**src/rtl/iqs_pkg.sv**
```systemverilog
package iqs_pkg;

  // Per-frame serial format, captured on acceptance.
  typedef struct packed {
    logic narrow;     // 12-bit samples
    logic keep_low;   // cut keeps low end
    logic lsb_first;  // bit order
    logic one_lane;   // shared lane
    logic q_first;    // leading component on shared lane
    logic level;      // half-frame strobe
  } iqs_cfg_t;

endpackage

```
**src/rtl/iqs_trim.sv**
```systemverilog
module iqs_trim #(
  parameter int SW = 16,
  parameter int NW = 12
) (
  input  logic [SW-1:0] raw,
  input  logic          narrow,
  input  logic          keep_low,
  output logic [SW-1:0] trimmed
);

  // Narrow samples are right-aligned so the bit selector indexes from 0.
  generate
    if (NW < SW) begin : g_cut
      localparam int PADW = SW - NW;
      always_comb begin
        if (!narrow)
          trimmed = raw;
        else if (keep_low)
          trimmed = {{PADW{1'b0}}, raw[NW-1:0]};
        else
          trimmed = {{PADW{1'b0}}, raw[SW-1 -: NW]};
      end
    end else begin : g_full
      logic unused_sel;
      assign unused_sel = narrow ^ keep_low;
      assign trimmed    = raw;
    end
  endgenerate

endmodule

```
**src/rtl/iqs_sample_hold.sv**
```systemverilog
module iqs_sample_hold #(
  parameter int SW = 16,
  parameter int NW = 12
) (
  input  logic                clk,
  input  logic                rst_n,
  input  logic                load,
  input  logic                narrow,
  input  logic                keep_low,
  input  logic [1:0][SW-1:0]  raw,      // [0]=I, [1]=Q
  output logic [1:0][SW-1:0]  nxt_samp
);

  logic [1:0][SW-1:0] trimmed;
  logic [1:0][SW-1:0] held;

  generate
    for (genvar g = 0; g < 2; g++) begin : g_comp
      iqs_trim #(.SW(SW), .NW(NW)) u_trim (
        .raw      (raw[g]),
        .narrow   (narrow),
        .keep_low (keep_low),
        .trimmed  (trimmed[g])
      );

      always_comb begin
        nxt_samp[g] = load ? trimmed[g] : held[g];
      end

      always_ff @(posedge clk or negedge rst_n) begin
        if (!rst_n) begin
          held[g] <= '0;
        end else if (load) begin
          held[g] <= trimmed[g];
        end
      end
    end
  endgenerate

endmodule

```
**src/rtl/iqs_frame_ctrl.sv**
```systemverilog
module iqs_frame_ctrl
  import iqs_pkg::*;
#(
  parameter int SW = 16,
  parameter int NW = 12,
  localparam int CW = $clog2(2*SW) + 1
) (
  input  logic          clk,
  input  logic          rst_n,
  input  logic          bit_en,
  input  logic          s_valid,
  input  iqs_cfg_t      cfg_in,
  output logic          s_ready,
  output logic          load,
  output logic          nxt_active,
  output logic [CW-1:0] nxt_cnt,
  output iqs_cfg_t      nxt_cfg,
  output logic          active,
  output iqs_cfg_t      cfg_act
);

  logic [CW-1:0] cnt;
  logic [CW-1:0] comp_w;
  logic [CW-1:0] last;
  logic          frame_end;

  always_comb begin
    comp_w    = cfg_act.narrow ? CW'(NW) : CW'(SW);
    last      = cfg_act.one_lane ? ((comp_w << 1) - 1'b1) : (comp_w - 1'b1);
    frame_end = active && (cnt == last);
    // reset gates the handshake until the synchronised release
    s_ready   = rst_n && bit_en && (!active || frame_end);
    load      = s_ready && s_valid;
  end

  always_comb begin
    nxt_active = active;
    nxt_cnt    = cnt;
    nxt_cfg    = cfg_act;
    if (load) begin
      nxt_active = 1'b1;
      nxt_cnt    = '0;
      nxt_cfg    = cfg_in;
    end else if (s_ready) begin
      nxt_active = 1'b0;
      nxt_cnt    = '0;
    end else if (bit_en && active) begin
      nxt_cnt    = cnt + 1'b1;
    end
  end

  always_ff @(posedge clk or negedge rst_n) begin
    if (!rst_n) begin
      active  <= 1'b0;
      cnt     <= '0;
      cfg_act <= '0;
    end else if (bit_en) begin
      active  <= nxt_active;
      cnt     <= nxt_cnt;
      cfg_act <= nxt_cfg;
    end
  end

endmodule

```
**src/rtl/iqs_bit_sel.sv**
```systemverilog
module iqs_bit_sel
  import iqs_pkg::*;
#(
  parameter int SW = 16,
  parameter int NW = 12,
  localparam int CW = $clog2(2*SW) + 1,
  localparam int IW = $clog2(SW)
) (
  input  logic          active,
  input  logic [CW-1:0] cnt,
  input  iqs_cfg_t      cfg,
  input  logic [SW-1:0] samp_i,
  input  logic [SW-1:0] samp_q,
  output logic          bit_i,
  output logic          bit_q,
  output logic          bit_strobe
);

  logic [CW-1:0] comp_w;
  logic [CW-1:0] half;
  logic [CW-1:0] k;
  logic          second;
  logic [SW-1:0] word;
  logic [IW-1:0] idx;

  always_comb begin
    comp_w = cfg.narrow ? CW'(NW) : CW'(SW);
    half   = cfg.one_lane ? comp_w : (comp_w >> 1);
    second = cfg.one_lane && (cnt >= comp_w);
    k      = second ? (cnt - comp_w) : cnt;
    word   = (second ^ cfg.q_first) ? samp_q : samp_i;
    idx    = cfg.lsb_first ? IW'(k) : IW'(comp_w - 1'b1 - k);

    bit_i      = active && (cfg.one_lane ? word[idx] : samp_i[idx]);
    bit_q      = active && !cfg.one_lane && samp_q[idx];
    bit_strobe = active && (cfg.level ? (cnt < half) : (cnt == '0));
  end

endmodule

```
**src/rtl/iqs_serial_tx.sv**
```systemverilog
module iqs_serial_tx
  import iqs_pkg::*;
#(
  parameter int SW = 16,
  parameter int NW = 12,
  localparam int CW = $clog2(2*SW) + 1
) (
  input  logic          clk,
  input  logic          rst_n,
  input  logic          bit_en,
  input  logic          cfg_narrow,
  input  logic          cfg_keep_low,
  input  logic          cfg_lsb_first,
  input  logic          cfg_one_lane,
  input  logic          cfg_q_first,
  input  logic          cfg_level_strobe,
  input  logic          s_valid,
  output logic          s_ready,
  input  logic [SW-1:0] s_i,
  input  logic [SW-1:0] s_q,
  output logic          lane_i,
  output logic          lane_q,
  output logic          strobe
);

  logic [1:0]         rst_pipe;
  logic               rst_int_n;
  iqs_cfg_t           cfg_in;
  iqs_cfg_t           nxt_cfg;
  iqs_cfg_t           cfg_act;
  logic               load;
  logic               nxt_active;
  logic               frm_active;
  logic [CW-1:0]      nxt_cnt;
  logic [1:0][SW-1:0] nxt_samp;
  logic               bit_i;
  logic               bit_q;
  logic               bit_strobe;

  // asynchronous assertion, synchronous release
  always_ff @(posedge clk or negedge rst_n) begin
    if (!rst_n) rst_pipe <= 2'b00;
    else        rst_pipe <= {rst_pipe[0], 1'b1};
  end
  assign rst_int_n = rst_pipe[1];

  assign cfg_in = '{narrow:    cfg_narrow,
                    keep_low:  cfg_keep_low,
                    lsb_first: cfg_lsb_first,
                    one_lane:  cfg_one_lane,
                    q_first:   cfg_q_first,
                    level:     cfg_level_strobe};

  iqs_frame_ctrl #(.SW(SW), .NW(NW)) u_ctrl (
    .clk        (clk),
    .rst_n      (rst_int_n),
    .bit_en     (bit_en),
    .s_valid    (s_valid),
    .cfg_in     (cfg_in),
    .s_ready    (s_ready),
    .load       (load),
    .nxt_active (nxt_active),
    .nxt_cnt    (nxt_cnt),
    .nxt_cfg    (nxt_cfg),
    .active     (frm_active),
    .cfg_act    (cfg_act)
  );

  iqs_sample_hold #(.SW(SW), .NW(NW)) u_hold (
    .clk      (clk),
    .rst_n    (rst_int_n),
    .load     (load),
    .narrow   (cfg_narrow),
    .keep_low (cfg_keep_low),
    .raw      ({s_q, s_i}),
    .nxt_samp (nxt_samp)
  );

  // The selector looks at next state so the output flops hold the
  // bit of the slot that starts at the same edge.
  iqs_bit_sel #(.SW(SW), .NW(NW)) u_sel (
    .active     (nxt_active),
    .cnt        (nxt_cnt),
    .cfg        (nxt_cfg),
    .samp_i     (nxt_samp[0]),
    .samp_q     (nxt_samp[1]),
    .bit_i      (bit_i),
    .bit_q      (bit_q),
    .bit_strobe (bit_strobe)
  );

  always_ff @(posedge clk or negedge rst_int_n) begin
    if (!rst_int_n) begin
      lane_i <= 1'b0;
      lane_q <= 1'b0;
      strobe <= 1'b0;
    end else if (bit_en) begin
      lane_i <= bit_i;
      lane_q <= bit_q;
      strobe <= bit_strobe;
    end
  end

endmodule

```
**config.mk**
```make
export PLATFORM = sky130hd
export DESIGN_NAME = iqs_serial_tx
export DESIGN_NICKNAME = d
export VERILOG_FILES = /design/src/rtl/iqs_pkg.sv /design/src/rtl/iqs_trim.sv /design/src/rtl/iqs_sample_hold.sv /design/src/rtl/iqs_frame_ctrl.sv /design/src/rtl/iqs_bit_sel.sv /design/src/rtl/iqs_serial_tx.sv
export SDC_FILE = /design/constraint.sdc
export NUM_CORES = 1
export LEC_CHECK = 0
export ABC_AREA = 1
export BUFFER_PORTS_ARGS = -buffer_cell sky130_fd_sc_hd__buf_2
export CORE_MARGIN = 2
export CORE_UTILIZATION = 40
export DETAILED_ROUTE_END_ITERATION = 6
export GPL_ROUTABILITY_DRIVEN = 1
export PLACE_DENSITY = 0.59
export SYNTH_ARGS = -nofsm -noshare
export SYNTH_HDL_FRONTEND = slang
export SYNTH_HIERARCHICAL = 1
export SYNTH_SLANG_ARGS = --single-unit
```
**constraint.sdc**
```tcl
create_clock -name clk -period 3.35 [get_ports clk]
set_clock_uncertainty 0.15 [all_clocks]
set_input_delay 1.005 -clock clk [delete_from_list [all_inputs] [get_ports clk]]
set_output_delay 1.005 -clock clk [all_outputs]
set_load 0.01 [all_outputs]
```
==> results.sh, run 1 <==
export IMPL_outcome="finished with violations"
export IMPL_violations="negative setup slack"
export IMPL_globalRouteOverflowTotal=0
export IMPL_cp_end_kind="register"
export IMPL_io_pins=46
export IMPL_antenna_found_initial=0
export IMPL_fillers=876
export IMPL_synth_warnings=6
export IMPL_crit_top_cell="nand2_1"
export IMPL_clkTransAtPathRegs_ns=0.09
export IMPL_critPathLaunchType="input pin"
export IMPL_vias=3510
export IMPL_final_area_um2=4600
export IMPL_postCtsHoldBufs=0
export IMPL_power_switching_mw=1.60
export IMPL_io_buffer_count=45
export IMPL_tightest_slew_ns=0.599
export IMPL_antenna_cells=0
export IMPL_multi_input_area_um2=2200
export IMPL_cts_sink_count=49
export IMPL_grt_pass1_vias=3214
export IMPL_crit_type="in -> reg"
export IMPL_num_rows=34
export IMPL_routedWlPerCell_um=11.7
export IMPL_peakVddDrop_mv=0.265
export IMPL_sw_frac_of_total=0.451
export IMPL_drive_gt1_frac=0.300
export IMPL_slew_violations=0
export IMPL_antenna_left=0
export IMPL_finalPower_mw=3.56
export IMPL_cp_required_ns=3.40
export IMPL_p_leak_nw=2.60
export IMPL_path_max_fanout=4
export IMPL_placed_cell_area_um2=4280
export IMPL_final_min_period_over_clock_period=1.04
export IMPL_layout_setup_ws_ns=-0.121
export IMPL_hpwl_mm=6.73
export IMPL_finalNonFillerCells=751
export IMPL_clockRootBuffer="clkbuf_8"
export IMPL_die_w_um=99.7
export IMPL_cpPeakStageDelay_ns=0.27
export IMPL_setup_viol=2
export IMPL_power_per_cell_area_nw_per_um2=773
export IMPL_fin_crit_ns=3.47
export IMPL_cts_buffer_depth=2
export IMPL_grt_first_pass_wirelength_mm=15.0
export IMPL_power_frac_clock=0.110
export IMPL_dp_cells=735
export IMPL_place_congestion=0.893
export IMPL_cp_slowest_cell="ha_1"
export IMPL_totalNegativeSetupSlack_ns=-0.170
export IMPL_fp_coreArea_um2=8810
export IMPL_seqPwrFrac=0.249
export IMPL_nets=695
export IMPL_die_h_um=99.7
export IMPL_via_per_inst=4.67
export IMPL_syn_inst=549
export IMPL_drc=0
export IMPL_die_area_um2=9940
export IMPL_h_tree_depth=2
export IMPL_drt_iter0_drc=142
export IMPL_routed_wirelength_mm=8.75
export IMPL_start_util=0.416
export IMPL_worst_skew_pair_late_latency_ns=0.31
export IMPL_power_frac_comb=0.641
export IMPL_cap_violations=0
export IMPL_cts_buffers=5
export IMPL_regArea_um2=1230
export IMPL_rsz0062_at_grt="true"
export IMPL_maxSlewHeadroom=0.601
export IMPL_drt_first_pass_iters=4
export IMPL_final_hold_violation_count=0
export IMPL_grt_max_degree=48
export IMPL_cp_arrival_ns=3.52
export IMPL_internal_power_mw=1.95
export IMPL_cts_tree="yes"
export IMPL_synth_fp_nets=602
export IMPL_fmax_ghz=0.288
export IMPL_min_path_type="reg -> reg"
export IMPL_syn_area_um2=3660
export IMPL_groute_usage_overall=0.185
export IMPL_syn_to_final_growth_pct=25.6
export IMPL_synth_avg_cell_area_um2=6.67
export IMPL_place_ws_ns=-0.572
[worst max-delay path, delay by kind of cell]
family                     cells  cell delay (ns)
adders and majority gates      2             0.43
buffers and inverters          3             0.24
and+or+nand+nor               21             1.64
xor gates and xnor gates       1             0.19
[power groups by stage]
stage	registers (mW)	logic, mW	clock network (mW)
final	0.887	2.28	0.391
after global routing	0.912	2.59	0.427
after CTS	0.879	2.12	0.405
after detailed placement	0.888	2.10	0
after global placement	0.881	2.07	0
after floorplan	0.882	1.47	0
[repair_timing]
item                       in CTS  in global routing
pin swaps                      11                 26
setup buffers                   1                  7
setup endpoints to repair       2                  3
resized for setup               9                 29
[state kept, by name (all words and copies together) (netlist names)]
| register | count |
|---|---|
| rst_pipe | 2 |
| u_ctrl/active | 1 |
| u_ctrl/cnt | 6 |
| lane_q | 1 |
| strobe | 1 |
| u_hold/held | 32 |
| lane_i | 1 |
| u_ctrl/cfg_act | 5 |
[metal layers]
metal  share of wire  wire length [um]  GRT usage
met5               0                 0          0
met3           0.031               275     0.0218
met4          0.0094                82     0.0421
met2            0.43              3780      0.280
met1            0.53              4620      0.284
[metrics by stage]
stage	utilization	hold slack (ns)
2_1_floorplan	-	0.181
3_3_place_gp	0.486	0.188
3_5_place_dp	0.486	0.189
4_1_cts	0.503	0.211
5_1_grt	0.522	0.216
6_report	0.522	0.207
[layout by cell type, fill, tap and decap left out, types with 6 or more instances in the layout]
master    instances
a21oi_1           8
buf_2            44
buf_4            62
clkbuf_8          7
dfrtp_1          47
ha_1              6
inv_1            38
inv_2            11
nand2_1         242
nand2_2          24
nand2_4          12
nand3_1          40
nand4_1           7
nor2_1           36
nor2_2            6
o21ai_0           7
o21ai_1           6
[area by class of cell]
class	instances	area share
multi-input combinational	426	0.478
inverter	52	0.0457
sequential	49	0.267
timing repair buffer	108	0.157
clock buffer	7	0.0210
clock inverter	1	0.00190
tap	108	0.0294
[final timing paths]
check,end,cells after the start,from,slack (ns)
setup / recovery,lane_i$_DFFE_PN0P_,27,bit_en,-0.12
hold / removal,rst_pipe[1]$_DFF_PN0_,0,rst_pipe[0]$_DFF_PN0_,0.21
setup reg to reg,lane_i$_DFFE_PN0P_,30,u_ctrl/cnt[1]$_DFFE_PN0P_,-0.11
hold reg to reg,rst_pipe[1]$_DFF_PN0_,0,rst_pipe[0]$_DFF_PN0_,0.21
max in group asynchronous,u_ctrl/cfg_act[2]$_DFFE_PN0P_,1,rst_pipe[1]$_DFF_PN0_,2.32
min in group asynchronous,u_ctrl/cfg_act[5]$_DFFE_PN0P_,1,rst_pipe[1]$_DFF_PN0_,0.30
(Power assumes the default switching activity.)
==> inputs of run 2 (changes only) <==
--- a/config.mk
+++ b/config.mk
@@ -14,5 +14,4 @@
 export PLACE_DENSITY = 0.59
 export SYNTH_ARGS = -nofsm -noshare
 export SYNTH_HDL_FRONTEND = slang
-export SYNTH_HIERARCHICAL = 1
 export SYNTH_SLANG_ARGS = --single-unit
==> run 2 against run 1 <==
The run still ends with negative setup slack left. Maximum frequency fell by 4.0%. Area after synthesis fell by 6.6%. Setup slack got worse by 0.14 ns. Combinational power rose by 43%. Die area fell by 6.4%. Register-to-register slack got worse by 0.11 ns. Core utilization rose by 3.6 points. Sequential cell count did not move. Power rose by 28%. Sequential share of layout area fell by 0.078 points. Critical path type unchanged. Highest routed layer unchanged.
==> results.sh, run 2 <==
export IMPL_outcome="finished with violations"
export IMPL_violations="negative setup slack"
export IMPL_crit_family="simple AND/OR/NAND/NOR gates"
export IMPL_cap_violations=0
export IMPL_grt_pass1_vias=3323
export IMPL_fin_crit_ns=3.62
export IMPL_p_leak_nw=2.54
export IMPL_cts_buffer_depth=2
export IMPL_syn_to_final_growth_pct=34.7
export IMPL_hold_slack_ns=0.206
export IMPL_synth_top_family_by_area="simple AND/OR/NAND/NOR gates"
export IMPL_via_per_inst=4.75
export IMPL_final_min_period_over_clock_period=1.08
export IMPL_groute_usage_overall=0.214
export IMPL_h_tree_depth=2
export IMPL_vias=3433
export IMPL_syn_area_um2=3420
export IMPL_cts_buffers=5
export IMPL_cpPeakStageDelay_ns=0.34
export IMPL_hold_path_endpoint="rst_pipe[1]$_DFF_PN0_"
export IMPL_cp_slowest_cell="fa_2"
export IMPL_crit_top_cell="nand2_1"
export IMPL_yosys_top_cells_count="nand2_1 (168), inv_1 (81), dfrtp_1 (49), nand3_1 (49), o21ai_0 (41)"
export IMPL_maxSlewHeadroom=0.587
export IMPL_drive_gt1_frac=0.319
export IMPL_yosysMostFrequentCell="nand2_1"
export IMPL_syn_inst=501
export IMPL_yosysTopAreaCellShare=0.359
export IMPL_routedWlPerCell_um=12.7
export IMPL_final_hold_violation_count=0
export IMPL_worstReg2RegStart="u_ctrl.cnt[1]$_DFFE_PN0P_"
export IMPL_place_congestion=0.874
export IMPL_r2r_setup_slack_ns=-0.22
export IMPL_drt_first_pass_iters=4
export IMPL_worstHoldPathCells=0
export IMPL_synth_seq_area_share=0.359
export IMPL_muxShareOfSynthArea=0.0315
export IMPL_synth_fp_nets=554
export IMPL_antenna_found_initial=0
export IMPL_top_regs="u_hold.held x32, u_ctrl.cnt x6, u_ctrl.cfg_act x5"
export IMPL_synth_avg_cell_area_um2=6.83
export IMPL_top_register="u_hold.held"
export IMPL_cp_required_ns=3.40
export IMPL_peakVddDrop_mv=0.403
export IMPL_grt_max_degree=55
export IMPL_synth_fa_ha_area_frac=0.0424
export IMPL_antenna_left=0
export IMPL_final_common_cell="nand2_1"
export IMPL_fillers=824
export IMPL_die_h_um=96.5
export IMPL_drt_iter0_drc=138
export IMPL_layout_setup_ws_ns=-0.265
export IMPL_nets=670
export IMPL_clkTransAtPathRegs_ns=0.09
export IMPL_fmax_ghz=0.277
export IMPL_synth_warnings=0
export IMPL_fin_util=0.558
export IMPL_num_rows=33
export IMPL_io_buffer_count=45
export IMPL_min_path_type="reg -> reg"
export IMPL_hpwl_mm=7.11
export IMPL_synthXorXnorAreaFrac=0.0128
export IMPL_synth_async_reset_ratio=1.00
export IMPL_path_max_fanout=4
export IMPL_netlist_top_cell_by_area="dfrtp_1"
export IMPL_io_pins=46
export IMPL_crit_type="in -> reg"
export IMPL_rr_endpoint="lane_i$_DFFE_PN0P_"
export IMPL_drc=0
export IMPL_rsz0062_at_grt="true"
export IMPL_finalNonFillerCells=723
export IMPL_critPathLaunchType="input pin"
export IMPL_rr_worst_depth=27
export IMPL_die_area_um2=9300
export IMPL_largest_register_ffs=32
export IMPL_synth_seq_cells=49
export IMPL_start_util=0.414
export IMPL_final_cell_mix="nand2_1 (159), buf_4 (76), inv_1 (72), dfrtp_1 (48), nand3_1 (47)"
export IMPL_slew_violations=0
export IMPL_critical_path_buf_inv_count=5
export IMPL_globalRouteOverflowTotal=0
export IMPL_placed_cell_area_um2=4280
export IMPL_synth_flop_cell="dfrtp_1"
export IMPL_fp_coreArea_um2=8260
export IMPL_cp_arrival_ns=3.67
export IMPL_yosys_area_share_simple=0.336
export IMPL_tightest_slew_ns=0.619
export IMPL_final_area_um2=4610
export IMPL_cp_end_kind="register"
export IMPL_grt_first_pass_wirelength_mm=15.4
export IMPL_postCtsHoldBufs=0
export IMPL_synth_cell_types=34
export IMPL_cts_tree="yes"
export IMPL_antenna_cells=0
export IMPL_min_delay_start="rst_pipe[0]$_DFF_PN0_"
export IMPL_synth_compound_area_frac=0.0992
export IMPL_setup_viol=2
export IMPL_routed_wirelength_mm=9.22
export IMPL_synth_area_leaders="dfrtp_1 (36%), nand2_1 (18%), inv_1 (8.9%), nand3_1 (7.2%), o21ai_0 (6.0%)"
export IMPL_worst_skew_pair_late_latency_ns=0.31
export IMPL_cts_sink_count=49
export IMPL_die_w_um=96.5
export IMPL_place_ws_ns=-0.631
export IMPL_clockRootBuffer="clkbuf_8"
export IMPL_power_per_cell_area_nw_per_um2=989
export IMPL_dp_cells=700
export IMPL_synth_edff_count=0
## run 2: cell types whose count changed in the layout (fill, tap and decap cells not counted), moves of 10 or more
cell     delta
buf_4      +14
nand2_1    -83
o21ai_0    +30
nor2_1     -10
inv_1      +34
nand2_2    -13
## run 2: final cells by class
class | count | area (um^2) | area share
multi-input combinational | 354 | 2000 | 0.433
sequential | 49 | 1230 | 0.266
timing repair buffer | 123 | 833 | 0.181
inverter | 84 | 328 | 0.0712
tap | 105 | 131 | 0.0285
clock buffer | 5 | 68.8 | 0.0149
clock inverter | 3 | 21.3 | 0.00462
## run 2: repair_timing
action                                  4_1_cts  5_1_grt
pin swaps                                     4       12
buffers inserted                              9        6
endpoints found under the hold margin         0        0
resized for setup                            11       19
endpoints found under the setup margin        2        3
## run 2: worst max path at each step
stage                                   start                 end  slack, ns  depth (start not counted)
CTS                 u_ctrl.cnt[1]$_DFFE_PN0P_  lane_q$_DFFE_PN0P_      -0.27                         25
floorplan                              bit_en  lane_q$_DFFE_PN0P_      -0.42                         22
global route                           bit_en  lane_i$_DFFE_PN0P_      -0.49                         24
finish                                 bit_en  lane_i$_DFFE_PN0P_      -0.27                         25
detailed placement                     bit_en  lane_q$_DFFE_PN0P_      -0.63                         24
global placement                       bit_en  lane_q$_DFFE_PN0P_      -0.54                         22
## run 2: metal layers
| layer | track usage | vias up | share of wire |
|---|---|---|---|
| met3 | 0.0240 | 12 | 0.027 |
| li1 | - | 1787 | - |
| met4 | 0.0552 | 0 | 0.017 |
| met2 | 0.383 | 47 | 0.49 |
| met1 | 0.275 | 1587 | 0.46 |
| met5 | 0 | - | 0 |
## run 2: cells by family after synthesis
group,after synthesis
AO/OA/AOI/OAI,59
XOR/XNOR,5
adder cells (fa/ha/maj),11
buffers and inverters,98
flip-flops,49
multiplexers,10
other,1
AND/OR/NAND/NOR,268
## run 2: through the flow
stage,setup TNS [ns],total power [mW]
floorplan,-0.816,2.91
global placement,-1.17,3.89
detailed placement,-1.41,3.94
CTS,-0.530,4.43
global route,-0.953,5.07
finish,-0.516,4.56
## run 2: where the power goes
group / switching (mW) / total, mW / internal, mW
Sequential: 0.102 / 0.942 / 0.840
Clock: 0.217 / 0.366 / 0.149
Combinational: 1.79 / 3.25 / 1.45
==> inputs of run 3 (changes only) <==
--- a/config.mk
+++ b/config.mk
@@ -8,10 +8,10 @@
 export ABC_AREA = 1
 export BUFFER_PORTS_ARGS = -buffer_cell sky130_fd_sc_hd__buf_2
 export CORE_MARGIN = 2
-export CORE_UTILIZATION = 40
+export CORE_UTILIZATION = 57
 export DETAILED_ROUTE_END_ITERATION = 6
 export GPL_ROUTABILITY_DRIVEN = 1
-export PLACE_DENSITY = 0.59
+export PLACE_DENSITY = 0.79
 export SYNTH_ARGS = -nofsm -noshare
 export SYNTH_HDL_FRONTEND = slang
 export SYNTH_SLANG_ARGS = --single-unit
==> run 3 against run 2 <==
Global-route usage up 10 points. Die area down 29%. Power is essentially flat. Maximum frequency is 3.0% lower. The flow still finishes with violations (negative setup slack). Sequential power hardly changed. Critical endpoint unchanged. Critical path type is now reg -> reg. Cell area is 4.0% lower. First-iteration DRC count rose by 40%.
==> results.sh, run 3 (synthesis gave the netlist of run 2 again) <==
export IMPL_place_congestion=0.922
export IMPL_cts_tree="yes"
export IMPL_worst_skew_pair_late_latency_ns=0.31
export IMPL_io_pins=46
export IMPL_final_cell_mix="nand2_1 (162), inv_1 (74), buf_4 (63), dfrtp_1 (48), nand3_1 (47)"
export IMPL_cts_buffer_depth=2
export IMPL_path_max_fanout=3
export IMPL_violations="negative setup slack"
export IMPL_groute_usage_overall=0.315
export IMPL_worstReg2RegStart="u_ctrl.cnt[1]$_DFFE_PN0P_"
export IMPL_clkTransAtPathRegs_ns=0.10
export IMPL_outcome="finished with violations"
export IMPL_slew_violations=0
export IMPL_antenna_found_initial=0
export IMPL_rsz0062_at_grt="true"
export IMPL_finalPower_mw=4.56
export IMPL_syn_to_final_growth_pct=29.3
export IMPL_top_regs="u_hold.held x32, u_ctrl.cnt x6, u_ctrl.cfg_act x5"
export IMPL_rr_worst_depth=27
export IMPL_routed_wirelength_mm=9.49
export IMPL_die_area_um2=6630
export IMPL_tightest_slew_ns=0.620
export IMPL_cp_arrival_ns=3.78
export IMPL_peakVddDrop_mv=0.528
export IMPL_hpwl_mm=7.08
export IMPL_globalRouteOverflowTotal=0
export IMPL_final_min_period_over_clock_period=1.11
export IMPL_final_common_cell="nand2_1"
export IMPL_num_rows=28
export IMPL_fmax_ghz=0.268
export IMPL_power_per_cell_area_nw_per_um2=1030
export IMPL_drt_first_pass_iters=4
export IMPL_fin_util=0.756
export IMPL_cp_end_kind="register"
export IMPL_totalNegativeSetupSlack_ns=-0.715
export IMPL_layout_setup_ws_ns=-0.378
export IMPL_maxSlewHeadroom=0.587
export IMPL_crit_path_start="u_ctrl.cnt[1]$_DFFE_PN0P_"
export IMPL_cpPeakStageDelay_ns=0.38
export IMPL_placed_cell_area_um2=4180
export IMPL_grt_pass1_vias=3653
export IMPL_crit_type="reg -> reg"
export IMPL_critical_path_buf_inv_count=3
export IMPL_cap_violations=0
export IMPL_routedWlPerCell_um=14.0
export IMPL_io_buffer_count=45
export IMPL_crit_family="simple AND/OR/NAND/NOR gates"
export IMPL_cts_buffers=5
export IMPL_critPathLaunchType="register"
export IMPL_grt_max_degree=52
export IMPL_setup_viol=2
export IMPL_die_h_um=81.5
export IMPL_die_w_um=81.5
export IMPL_drc=0
export IMPL_fin_crit_ns=3.73
export IMPL_antenna_cells=0
export IMPL_cts_sink_count=49
export IMPL_min_path_type="reg -> reg"
export IMPL_start_util=0.584
export IMPL_antenna_left=0
export IMPL_final_hold_violation_count=0
export IMPL_worstHoldPathCells=0
export IMPL_via_per_inst=5.21
export IMPL_largest_register_ffs=32
export IMPL_fp_coreArea_um2=5850
export IMPL_drive_gt1_frac=0.293
export IMPL_final_area_um2=4420
export IMPL_min_delay_start="rst_pipe[0]$_DFF_PN0_"
export IMPL_postCtsHoldBufs=0
export IMPL_vias=3546
export IMPL_p_leak_nw=2.47
export IMPL_nets=658
export IMPL_grt_first_pass_wirelength_mm=16.0
export IMPL_cp_slowest_cell="dfrtp_1"
export IMPL_top_register="u_hold.held"
export IMPL_drt_iter0_drc=193
export IMPL_cp_depth=27
export IMPL_h_tree_depth=2
export IMPL_clockRootBuffer="clkbuf_8"
export IMPL_cp_required_ns=3.40
[run 3: cell types whose count changed in the layout (fill, tap and decap cells not counted), moves of 2 or more]
cell     previous run  this run
ha_1                4         6
buf_4              76        63
inv_2               9         7
nand2_1           159       162
ha_4                6         3
nand2_2            11         9
inv_1              72        74
[run 3: cell type report]
| cell class | instances | area [um^2] |
|---|---|---|
| clock inverters | 2 | 16.3 |
| fillers | 468 | 1430 |
| inverters | 84 | 328 |
| flip-flops and latches | 49 | 1230 |
| well taps | 75 | 93.8 |
| repair buffers | 111 | 747 |
| clock buffers | 5 | 68.8 |
| multi-input cells | 354 | 1940 |
[run 3: timing repair]
action / 4_1_cts / 5_1_grt
setup buffers: 8 / 4
pin swaps: 4 / 20
resized for setup: 9 / 12
setup endpoints to repair: 2 / 3
[run 3: stage by stage]
stage          hold slack, ns  instances  setup slack [ns]
3_3_place_gp            0.185        661            -0.536
4_1_cts                 0.210        676            -0.165
2_1_floorplan           0.181        501            -0.418
6_report                0.207        680            -0.378
3_5_place_dp            0.189        661            -0.662
5_1_grt                 0.223        680            -0.556
[run 3: final timing paths]
check	end	slack (ns)
max reg2reg	lane_i$_DFFE_PN0P_	-0.38
max	lane_i$_DFFE_PN0P_	-0.38
min	rst_pipe[1]$_DFF_PN0_	0.21
min reg2reg	rst_pipe[1]$_DFF_PN0_	0.21
max in group asynchronous	u_hold.held[2]$_DFF_PN0_	2.27
min in group asynchronous	rst_pipe[0]$_DFF_PN0_	0.32
[run 3: power by group]
part / internal, mW / switching [mW]
clock: 0.145 / 0.210
combinational: 1.42 / 1.84
sequential: 0.841 / 0.104
[run 3: metal layers]
| metal | share of wire | global-route usage | up-vias | routed length, um |
|---|---|---|---|---|
| met4 | 0.038 | 0.158 | 0 | 356 |
| met2 | 0.51 | 0.563 | 118 | 4820 |
| met3 | 0.055 | 0.0440 | 38 | 523 |
| met5 | 0 | 0 | - | 0 |
| li1 | - | - | 1762 | - |
| met1 | 0.40 | 0.366 | 1628 | 3800 |
